[src/rtl/irq_pkg.sv]
package irq_pkg;
  localparam int unsigned MAX_IRQ = 35;

  function automatic logic [7:0] clamp_split(input logic [7:0] v, input logic [7:0] lim);
    return (v > lim) ? lim : v;
  endfunction

  function automatic logic [7:0] group_of(input logic [7:0] prio, input logic [7:0] split);
    return prio >> split;
  endfunction
endpackage

[src/rtl/irq_regs.sv]
module irq_regs #(
  parameter int unsigned NUM_IRQ = 35,
  parameter int unsigned PRIO_W  = 4,
  parameter int unsigned ADDR_W  = 6,
  parameter int unsigned DATA_W  = 8,
  localparam int unsigned SPLIT_W = $clog2(PRIO_W + 1)
) (
  input  logic                           clk_i,
  input  logic                           rst_ni,
  input  logic                           we_i,
  input  logic [ADDR_W-1:0]              addr_i,
  input  logic [DATA_W-1:0]              wdata_i,
  output logic [NUM_IRQ-1:0][PRIO_W-1:0] prio_o,
  output logic [SPLIT_W-1:0]             split_o
);
  import irq_pkg::*;
  localparam logic [ADDR_W-1:0] SPLIT_ADDR = {ADDR_W{1'b1}};

  logic [7:0] split_w;
  assign split_w = clamp_split(8'(wdata_i), 8'(PRIO_W));

  for (genvar i = 0; i < NUM_IRQ; i++) begin : g_prio
    always_ff @(posedge clk_i or negedge rst_ni) begin
      if (!rst_ni)                                    prio_o[i] <= '0;
      else if (we_i && addr_i == ADDR_W'(i))          prio_o[i] <= wdata_i[PRIO_W-1:0];
    end

    AST_PRIO_WRITE: assert property (@(posedge clk_i) disable iff (!rst_ni)
      we_i && addr_i == ADDR_W'(i) |=> prio_o[i] == $past(wdata_i[PRIO_W-1:0]));
  end

  always_ff @(posedge clk_i or negedge rst_ni) begin
    if (!rst_ni)                              split_o <= '0;
    else if (we_i && addr_i == SPLIT_ADDR)    split_o <= split_w[SPLIT_W-1:0];
  end

  AST_SPLIT_RANGE: assert property (@(posedge clk_i) disable iff (!rst_ni)
    we_i && addr_i == SPLIT_ADDR |=> split_o <= SPLIT_W'(PRIO_W));
endmodule

[src/rtl/irq_pend.sv]
module irq_pend #(
  parameter int unsigned NUM_IRQ = 35
) (
  input  logic               clk_i,
  input  logic               rst_ni,
  input  logic [NUM_IRQ-1:0] irq_i,
  input  logic [NUM_IRQ-1:0] sw_set_i,
  input  logic [NUM_IRQ-1:0] sw_clr_i,
  input  logic [NUM_IRQ-1:0] act_i,
  input  logic [NUM_IRQ-1:0] take_hit_i,
  input  logic [NUM_IRQ-1:0] ret_hit_i,
  output logic [NUM_IRQ-1:0] pend_o
);
  logic [NUM_IRQ-1:0] irq_q;

  always_ff @(posedge clk_i or negedge rst_ni) begin
    if (!rst_ni) irq_q <= '0;
    else         irq_q <= irq_i;
  end

  for (genvar i = 0; i < NUM_IRQ; i++) begin : g_line
    logic hw_set, keep, nxt;
    // level on idle line, edge at any time, or level re-sampled at handler exit
    assign hw_set = (irq_i[i] & ~act_i[i]) | (irq_i[i] & ~irq_q[i]) | (ret_hit_i[i] & irq_i[i]);
    assign keep   = take_hit_i[i] ? irq_i[i] : (pend_o[i] | hw_set);
    assign nxt    = sw_set_i[i] | (~sw_clr_i[i] & keep);

    always_ff @(posedge clk_i or negedge rst_ni) begin
      if (!rst_ni) pend_o[i] <= 1'b0;
      else         pend_o[i] <= nxt;
    end

    AST_LEVEL_SETS: assert property (@(posedge clk_i) disable iff (!rst_ni)
      irq_i[i] && !act_i[i] && !sw_clr_i[i] && !take_hit_i[i] |=> pend_o[i]);
    AST_RISE_SETS: assert property (@(posedge clk_i) disable iff (!rst_ni)
      irq_i[i] && !irq_q[i] && !sw_clr_i[i] && !take_hit_i[i] |=> pend_o[i]);
    AST_SW_CLEAR: assert property (@(posedge clk_i) disable iff (!rst_ni)
      sw_clr_i[i] && !sw_set_i[i] |=> !pend_o[i]);
    AST_SW_SET: assert property (@(posedge clk_i) disable iff (!rst_ni)
      sw_set_i[i] |=> pend_o[i]);
    AST_TAKE_DROPS: assert property (@(posedge clk_i) disable iff (!rst_ni)
      take_hit_i[i] && !irq_i[i] && !sw_set_i[i] |=> !pend_o[i]);
  end
endmodule

[src/rtl/irq_arb.sv]
module irq_arb #(
  parameter int unsigned NUM_IRQ = 35,
  parameter int unsigned PRIO_W  = 4,
  localparam int unsigned ID_W   = $clog2(NUM_IRQ)
) (
  input  logic [NUM_IRQ-1:0]             pend_i,
  input  logic [NUM_IRQ-1:0][PRIO_W-1:0] prio_i,
  output logic                           win_valid_o,
  output logic [ID_W-1:0]                win_id_o,
  output logic [PRIO_W-1:0]              win_prio_o
);
  // strict compare keeps the lower index on ties
  always_comb begin
    win_valid_o = 1'b0;
    win_id_o    = '0;
    win_prio_o  = '0;
    for (int i = 0; i < NUM_IRQ; i++) begin
      if (pend_i[i] && (!win_valid_o || prio_i[i] < win_prio_o)) begin
        win_valid_o = 1'b1;
        win_id_o    = ID_W'(i);
        win_prio_o  = prio_i[i];
      end
    end
  end
endmodule

[src/rtl/irq_stack.sv]
module irq_stack #(
  parameter int unsigned DEPTH  = 16,
  parameter int unsigned ID_W   = 6,
  parameter int unsigned PRIO_W = 4,
  localparam int unsigned CNT_W = $clog2(DEPTH + 1),
  localparam int unsigned IDX_W = (DEPTH > 1) ? $clog2(DEPTH) : 1
) (
  input  logic              clk_i,
  input  logic              rst_ni,
  input  logic              push_i,
  input  logic              pop_i,
  input  logic [ID_W-1:0]   push_id_i,
  input  logic [PRIO_W-1:0] push_prio_i,
  output logic              top_valid_o,
  output logic [ID_W-1:0]   top_id_o,
  output logic [PRIO_W-1:0] top_prio_o
);
  logic [DEPTH-1:0][ID_W-1:0]   id_mem;
  logic [DEPTH-1:0][PRIO_W-1:0] prio_mem;
  logic [CNT_W-1:0]             cnt;
  logic [IDX_W-1:0]             top_idx, wr_idx;
  logic                         pop_eff, wr_en;

  assign top_valid_o = (cnt != '0);
  assign pop_eff     = pop_i & top_valid_o;
  assign top_idx     = IDX_W'(cnt - 1'b1);
  assign wr_idx      = pop_eff ? top_idx : IDX_W'(cnt);
  assign wr_en       = push_i & (pop_eff | (cnt < CNT_W'(DEPTH)));
  assign top_id_o    = top_valid_o ? id_mem[top_idx] : '0;
  assign top_prio_o  = top_valid_o ? prio_mem[top_idx] : '0;

  always_ff @(posedge clk_i or negedge rst_ni) begin
    if (!rst_ni) cnt <= '0;
    else begin
      unique case ({push_i, pop_eff})
        2'b10:   if (cnt < CNT_W'(DEPTH)) cnt <= cnt + 1'b1;
        2'b01:   cnt <= cnt - 1'b1;
        default: ;
      endcase
    end
  end

  always_ff @(posedge clk_i or negedge rst_ni) begin
    if (!rst_ni) begin
      id_mem   <= '0;
      prio_mem <= '0;
    end else if (wr_en) begin
      id_mem[wr_idx]   <= push_id_i;
      prio_mem[wr_idx] <= push_prio_i;
    end
  end

  AST_NO_OVERFLOW: assert property (@(posedge clk_i) disable iff (!rst_ni)
    push_i && !pop_eff |-> cnt < CNT_W'(DEPTH));
  AST_EMPTY_RET: assert property (@(posedge clk_i) disable iff (!rst_ni)
    pop_i && !top_valid_o && !push_i |=> !top_valid_o);
  AST_SWAP_DEPTH: assert property (@(posedge clk_i) disable iff (!rst_ni)
    push_i && pop_eff |=> $stable(cnt));
endmodule

[src/rtl/irq_nest_ctrl.sv]
module irq_nest_ctrl #(
  parameter int unsigned NUM_IRQ = 35,
  parameter int unsigned PRIO_W  = 4,
  parameter int unsigned ADDR_W  = 6,
  parameter int unsigned DATA_W  = 8,
  localparam int unsigned ID_W    = $clog2(NUM_IRQ),
  localparam int unsigned DEPTH   = 1 << PRIO_W,
  localparam int unsigned SPLIT_W = $clog2(PRIO_W + 1)
) (
  input  logic               clk_i,
  input  logic               rst_ni,
  input  logic [NUM_IRQ-1:0] irq_i,
  input  logic [NUM_IRQ-1:0] sw_set_i,
  input  logic [NUM_IRQ-1:0] sw_clr_i,
  input  logic               reg_we_i,
  input  logic [ADDR_W-1:0]  reg_addr_i,
  input  logic [DATA_W-1:0]  reg_wdata_i,
  input  logic               take_i,
  input  logic               ret_i,
  output logic               req_o,
  output logic [ID_W-1:0]    req_id_o,
  output logic [NUM_IRQ-1:0] pend_o,
  output logic               act_valid_o,
  output logic [ID_W-1:0]    act_id_o
);
  import irq_pkg::*;

  logic [NUM_IRQ-1:0][PRIO_W-1:0] prio;
  logic [SPLIT_W-1:0]             split;
  logic                           win_valid;
  logic [ID_W-1:0]                win_id;
  logic [PRIO_W-1:0]              win_prio, top_prio;
  logic [7:0]                     win_grp, top_grp;
  logic                           take_ok, ret_ok;
  logic [NUM_IRQ-1:0]             take_hit, ret_hit, act;

  irq_regs #(.NUM_IRQ(NUM_IRQ), .PRIO_W(PRIO_W), .ADDR_W(ADDR_W), .DATA_W(DATA_W)) u_regs (
    .clk_i, .rst_ni, .we_i(reg_we_i), .addr_i(reg_addr_i), .wdata_i(reg_wdata_i),
    .prio_o(prio), .split_o(split)
  );

  irq_pend #(.NUM_IRQ(NUM_IRQ)) u_pend (
    .clk_i, .rst_ni, .irq_i, .sw_set_i, .sw_clr_i, .act_i(act),
    .take_hit_i(take_hit), .ret_hit_i(ret_hit), .pend_o
  );

  irq_arb #(.NUM_IRQ(NUM_IRQ), .PRIO_W(PRIO_W)) u_arb (
    .pend_i(pend_o), .prio_i(prio),
    .win_valid_o(win_valid), .win_id_o(win_id), .win_prio_o(win_prio)
  );

  irq_stack #(.DEPTH(DEPTH), .ID_W(ID_W), .PRIO_W(PRIO_W)) u_stack (
    .clk_i, .rst_ni, .push_i(take_ok), .pop_i(ret_i),
    .push_id_i(win_id), .push_prio_i(win_prio),
    .top_valid_o(act_valid_o), .top_id_o(act_id_o), .top_prio_o(top_prio)
  );

  assign win_grp  = group_of(8'(win_prio), 8'(split));
  assign top_grp  = group_of(8'(top_prio), 8'(split));
  assign req_o    = win_valid & (!act_valid_o | (win_grp < top_grp));
  assign req_id_o = win_id;
  assign take_ok  = take_i & req_o;
  assign ret_ok   = ret_i & act_valid_o;

  for (genvar i = 0; i < NUM_IRQ; i++) begin : g_dec
    assign take_hit[i] = take_ok && (win_id == ID_W'(i));
    assign ret_hit[i]  = ret_ok && (act_id_o == ID_W'(i));
  end

  always_ff @(posedge clk_i or negedge rst_ni) begin
    if (!rst_ni) act <= '0;
    else         act <= (act & ~ret_hit) | take_hit;
  end

  AST_REQ_PENDING: assert property (@(posedge clk_i) disable iff (!rst_ni)
    req_o |-> pend_o[req_id_o]);
  AST_TAKE_PUSH: assert property (@(posedge clk_i) disable iff (!rst_ni)
    take_i && req_o |=> act_valid_o && act_id_o == $past(req_id_o));
  AST_RET_RETIRES: assert property (@(posedge clk_i) disable iff (!rst_ni)
    ret_i && act_valid_o && !take_ok |=> !act[$past(act_id_o)]);
  AST_TOP_ACTIVE: assert property (@(posedge clk_i) disable iff (!rst_ni)
    act_valid_o |-> act[act_id_o]);
  AST_IDLE_NO_TAKE: assert property (@(posedge clk_i) disable iff (!rst_ni)
    take_i && !req_o && !ret_i |=> $stable(act));
endmodule

[config.mk]
export PLATFORM = sky130hd
export DESIGN_NAME = irq_nest_ctrl
export DESIGN_NICKNAME = d
export VERILOG_FILES = /design/src/rtl/irq_pkg.sv /design/src/rtl/irq_regs.sv /design/src/rtl/irq_pend.sv /design/src/rtl/irq_arb.sv /design/src/rtl/irq_stack.sv /design/src/rtl/irq_nest_ctrl.sv
export SDC_FILE = /design/constraint.sdc
export NUM_CORES = 1
export LEC_CHECK = 0
export ABC_AREA = 1
export BUFFER_PORTS_ARGS = -buffer_cell sky130_fd_sc_hd__buf_2
export CORE_ASPECT_RATIO = 1.4
export CORE_MARGIN = 1
export CORE_UTILIZATION = 50
export DETAILED_ROUTE_END_ITERATION = 8
export PLACE_DENSITY_LB_ADDON = 0.12
export SLEW_MARGIN = 20
export SYNTH_ARGS = -nofsm -noshare
export SYNTH_HDL_FRONTEND = slang
export SYNTH_SLANG_ARGS = --single-unit
[constraint.sdc]
create_clock -name clk_i -period 43 [get_ports clk_i]
set_clock_uncertainty 0.1 [all_clocks]
set_input_delay 12.9 -clock clk_i [delete_from_list [all_inputs] [get_ports clk_i]]
set_output_delay 12.9 -clock clk_i [all_outputs]
set_load 0.05 [all_outputs]
==> impl_metrics.json <==
{
  "drc": 0,
  "cts.sinks": 413,
  "slew_headroom_pct": 33.6,
  "fin_ws_ns": -0.320,
  "synthesis.nets": 3847,
  "hpwlAfterDp_mm": 61.8,
  "yosys_register_bits": 413,
  "cap_viol_max_count": 0,
  "arrival_ns": 30.32,
  "cts-buffers-inserted": 46,
  "grt_start_max_net_pins": 78,
  "setup_viol": 1,
  "drv_slew": 0,
  "crit_family": "simple AND/OR/NAND/NOR gates",
  "synth-main-ff-cell": "dfrtp_1",
  "cp_num_buf_inv": 29,
  "ant_nets": 0,
  "num_rows": 99,
  "finalCriticalPeriod_ns": 43.32,
  "synth_area_mm2": 0.0266,
  "die_x_um": 197,
  "synth-seq-area-share_pct": 38.9,
  "gr-usage-met2_pct": 55.4,
  "core_area_mm2": 0.0523,
  "synth_edf_count": 0,
  "wl_mm": 86.5,
  "worst_path_max_delay_cell": "dfrtp_2",
  "clockBufferDepth": 3,
  "die-area_mm2": 0.0540,
  "insertion_delay_ns": 0.61,
  "vias": 25300,
  "post-synth-top-area-fraction_pct": 38.9,
  "regArea_mm2": 0.0103,
  "place_inst": 4535,
  "critPathMostFrequentCell": "nand2_4",
  "gr-usage-met3_pct": 4.34,
  "async_flop_share_pct": 100,
  "rsz0062_at_grt": "true",
  "tightest_slew_ns": 0.996,
  "worstPathMaxFanout": 7,
  "antenna_found_initial": 5,
  "path_clk_slew_ns": 0.06,
  "io_buffers": 172,
  "end_kind": "primary output",
  "r2r_setup_slack_ns": 10.54,
  "start_util_pct": 50.8,
  "grt_pass1_wl_mm": 131,
  "drive_gt1_share_pct": 24.2,
  "gp_congestion": 0.971,
  "status": "finished with violations",
  "cts-root-buf": "clkbuf_16",
  "hold_violations": 0,
  "slowest_delay_ns": 0.44,
  "syn2layout_area_growth_pct": 19.5,
  "layout_worst_path_cycle_share_pct": 101,
  "max_freq_mhz": 23.1,
  "min_path_type": "reg -> reg",
  "htreeDepth": 2,
  "multiInputGateArea_mm2": 0.0148,
  "grt.busiest_layer": "met2",
  "synth_area_leaders": "dfrtp_1 (39%), nand2_1 (18%), nand3_1 (7.3%)",
  "cts_tree": "yes",
  "grt_overflow": 0,
  "yosys.cell_types.count": 62,
  "wl_per_cell_um": 18.4,
  "yosysWarnings": 0,
  "grt_util_met1_pct": 35.4,
  "violations": "negative setup slack",
  "drtIter0Drc": 1802,
  "fin_nets": 4118,
  "syn_inst": 3672,
  "instances_no_fill": 4693,
  "cp-start-kind": "register",
  "syn_avg_cell_area_um2": 7.23,
  "ios": 173,
  "critPathKind": "reg -> out",
  "cp.required_ns": 30.00,
  "drt_pre_antenna_iters": 6,
  "synth_top_area_cell": "dfrtp_1",
  "viasPerCell": 5.39,
  "grt_pass1_vias": 23900,
  "gr-usage-all-layers_pct": 31.5,
  "nFillCells": 4940,
  "die_h_um": 275
}
-- synth_stat cells, types with 9 or more instances --
library cell  count
nand2_1        1263
dfrtp_1         413
nand3_1         385
inv_1           335
nor2_1          197
o21ai_0         192
nand2_2         128
a21oi_1         110
nand4_1          73
nand2_4          68
clkbuf_1         55
ha_1             51
inv_2            47
o21ai_1          28
or2_2            26
a31oi_1          25
buf_6            23
nand3b_1         19
a221o_1          17
o21bai_1         17
nor2_2           16
buf_4            15
o311ai_0         14
clkinv_1         13
buf_12           11
buf_1            10
nand2_8           9
or3_1             9
-- per-layer routing --
layer / part of all wire, % / vias to the layer above
li1: - / 12400
met1: 37 / 11900
met2: 50 / 785
met3: 5.5 / 258
met4: 7.5 / 4
met5: 0.037 / -
-- layout by cell type (no fill, tap or decap), drive strengths merged, types with 24 or more instances in the layout --
| cell | Yosys | final |
|---|---|---|
| dfrtp | 413 | 413 |
| ha | 51 | 51 |
| clkbuf | 64 | 61 |
| nand4 | 75 | 75 |
| or2 | 26 | 26 |
| nor2 | 215 | 215 |
| nand3 | 387 | 387 |
| buf | 68 | 365 |
| inv | 386 | 389 |
| a31oi | 25 | 25 |
| o21ai | 226 | 226 |
| nand2 | 1468 | 1468 |
| a21oi | 113 | 113 |
| nand3b | 24 | 24 |
-- cells by family after synthesis --
logic type	after synthesis	synth area share (%)
AND/OR/NAND/NOR	2221	38.8
buffers and inverters	541	10.1
AO/OA/AOI/OAI	439	9.50
flip-flops	413	38.9
adder cells (fa/ha/maj)	51	2.40
XOR/XNOR	6	0.198
multiplexers	1	0.0377
-- layout make-up --
cell class	instances	area share, %
well taps	707	2.79
inverters	399	4.77
clock buffers	61	4.09
diodes	5	0.0394
flip-flops and latches	413	32.6
repair buffers	365	7.85
multi-input cells	2718	46.6
clock inverters	25	1.23
-- stage by stage --
stage	utilization (%)	hold slack [ns]	cell area, um^2	TNS [ns]	setup slack [ns]
after floorplan	-	0.342	26700	-0.481	-0.481
after global placement	53.9	0.354	28200	-0.151	-0.151
after detailed placement	53.9	0.358	28200	-1.16	-0.866
after CTS	57.8	0.373	30200	-0.221	-0.221
after global routing	60.7	0.385	31700	-12.10	-2.48
final	60.7	0.372	31700	-0.320	-0.320
-- tightest hold or removal path, cell delays in order (launching register included) --
cell and delay, ns:
dfrtp_1 0.34, nand2_1 0.06, nand2_1 0.05
-- repair_timing --
item,4_1_cts,5_1_grt
resized for setup,74,222
hold buffers,0,0
pin swaps,56,187
hold endpoints to repair,0,0
endpoints found under the setup margin,7,7
setup buffers,17,53
-- registers in the layout (all words and copies together), names as in the netlist --
name / count
u_stack.id_mem: 96
u_pend.irq_q: 35
u_regs.split_o: 3
u_stack.cnt: 5
u_regs.prio_o: 140
act: 35
u_pend.pend_o: 35
u_stack.prio_mem: 64
-- path summary, 6_finish.rpt --
kind                                           startpoint                              to  depth (start not counted)
max reg2reg                    u_pend.pend_o[0]$_DFF_PN0_  u_stack.id_mem[76]$_DFFE_PN0P_                        310
min                        u_stack.id_mem[62]$_DFFE_PN0P_  u_stack.id_mem[62]$_DFFE_PN0P_                          2
min in group asynchronous                          rst_ni  u_stack.id_mem[41]$_DFFE_PN0P_                          1
min reg2reg                u_stack.id_mem[62]$_DFFE_PN0P_  u_stack.id_mem[62]$_DFFE_PN0P_                          2
max in group asynchronous                          rst_ni  u_regs.prio_o[101]$_DFFE_PN0P_                          3
max                            u_pend.pend_o[0]$_DFF_PN0_                           req_o                        304
Power is left out: the tool's default activity adds up to more than one toggle a clock period on the data nets, which glitch-free logic cannot reach.
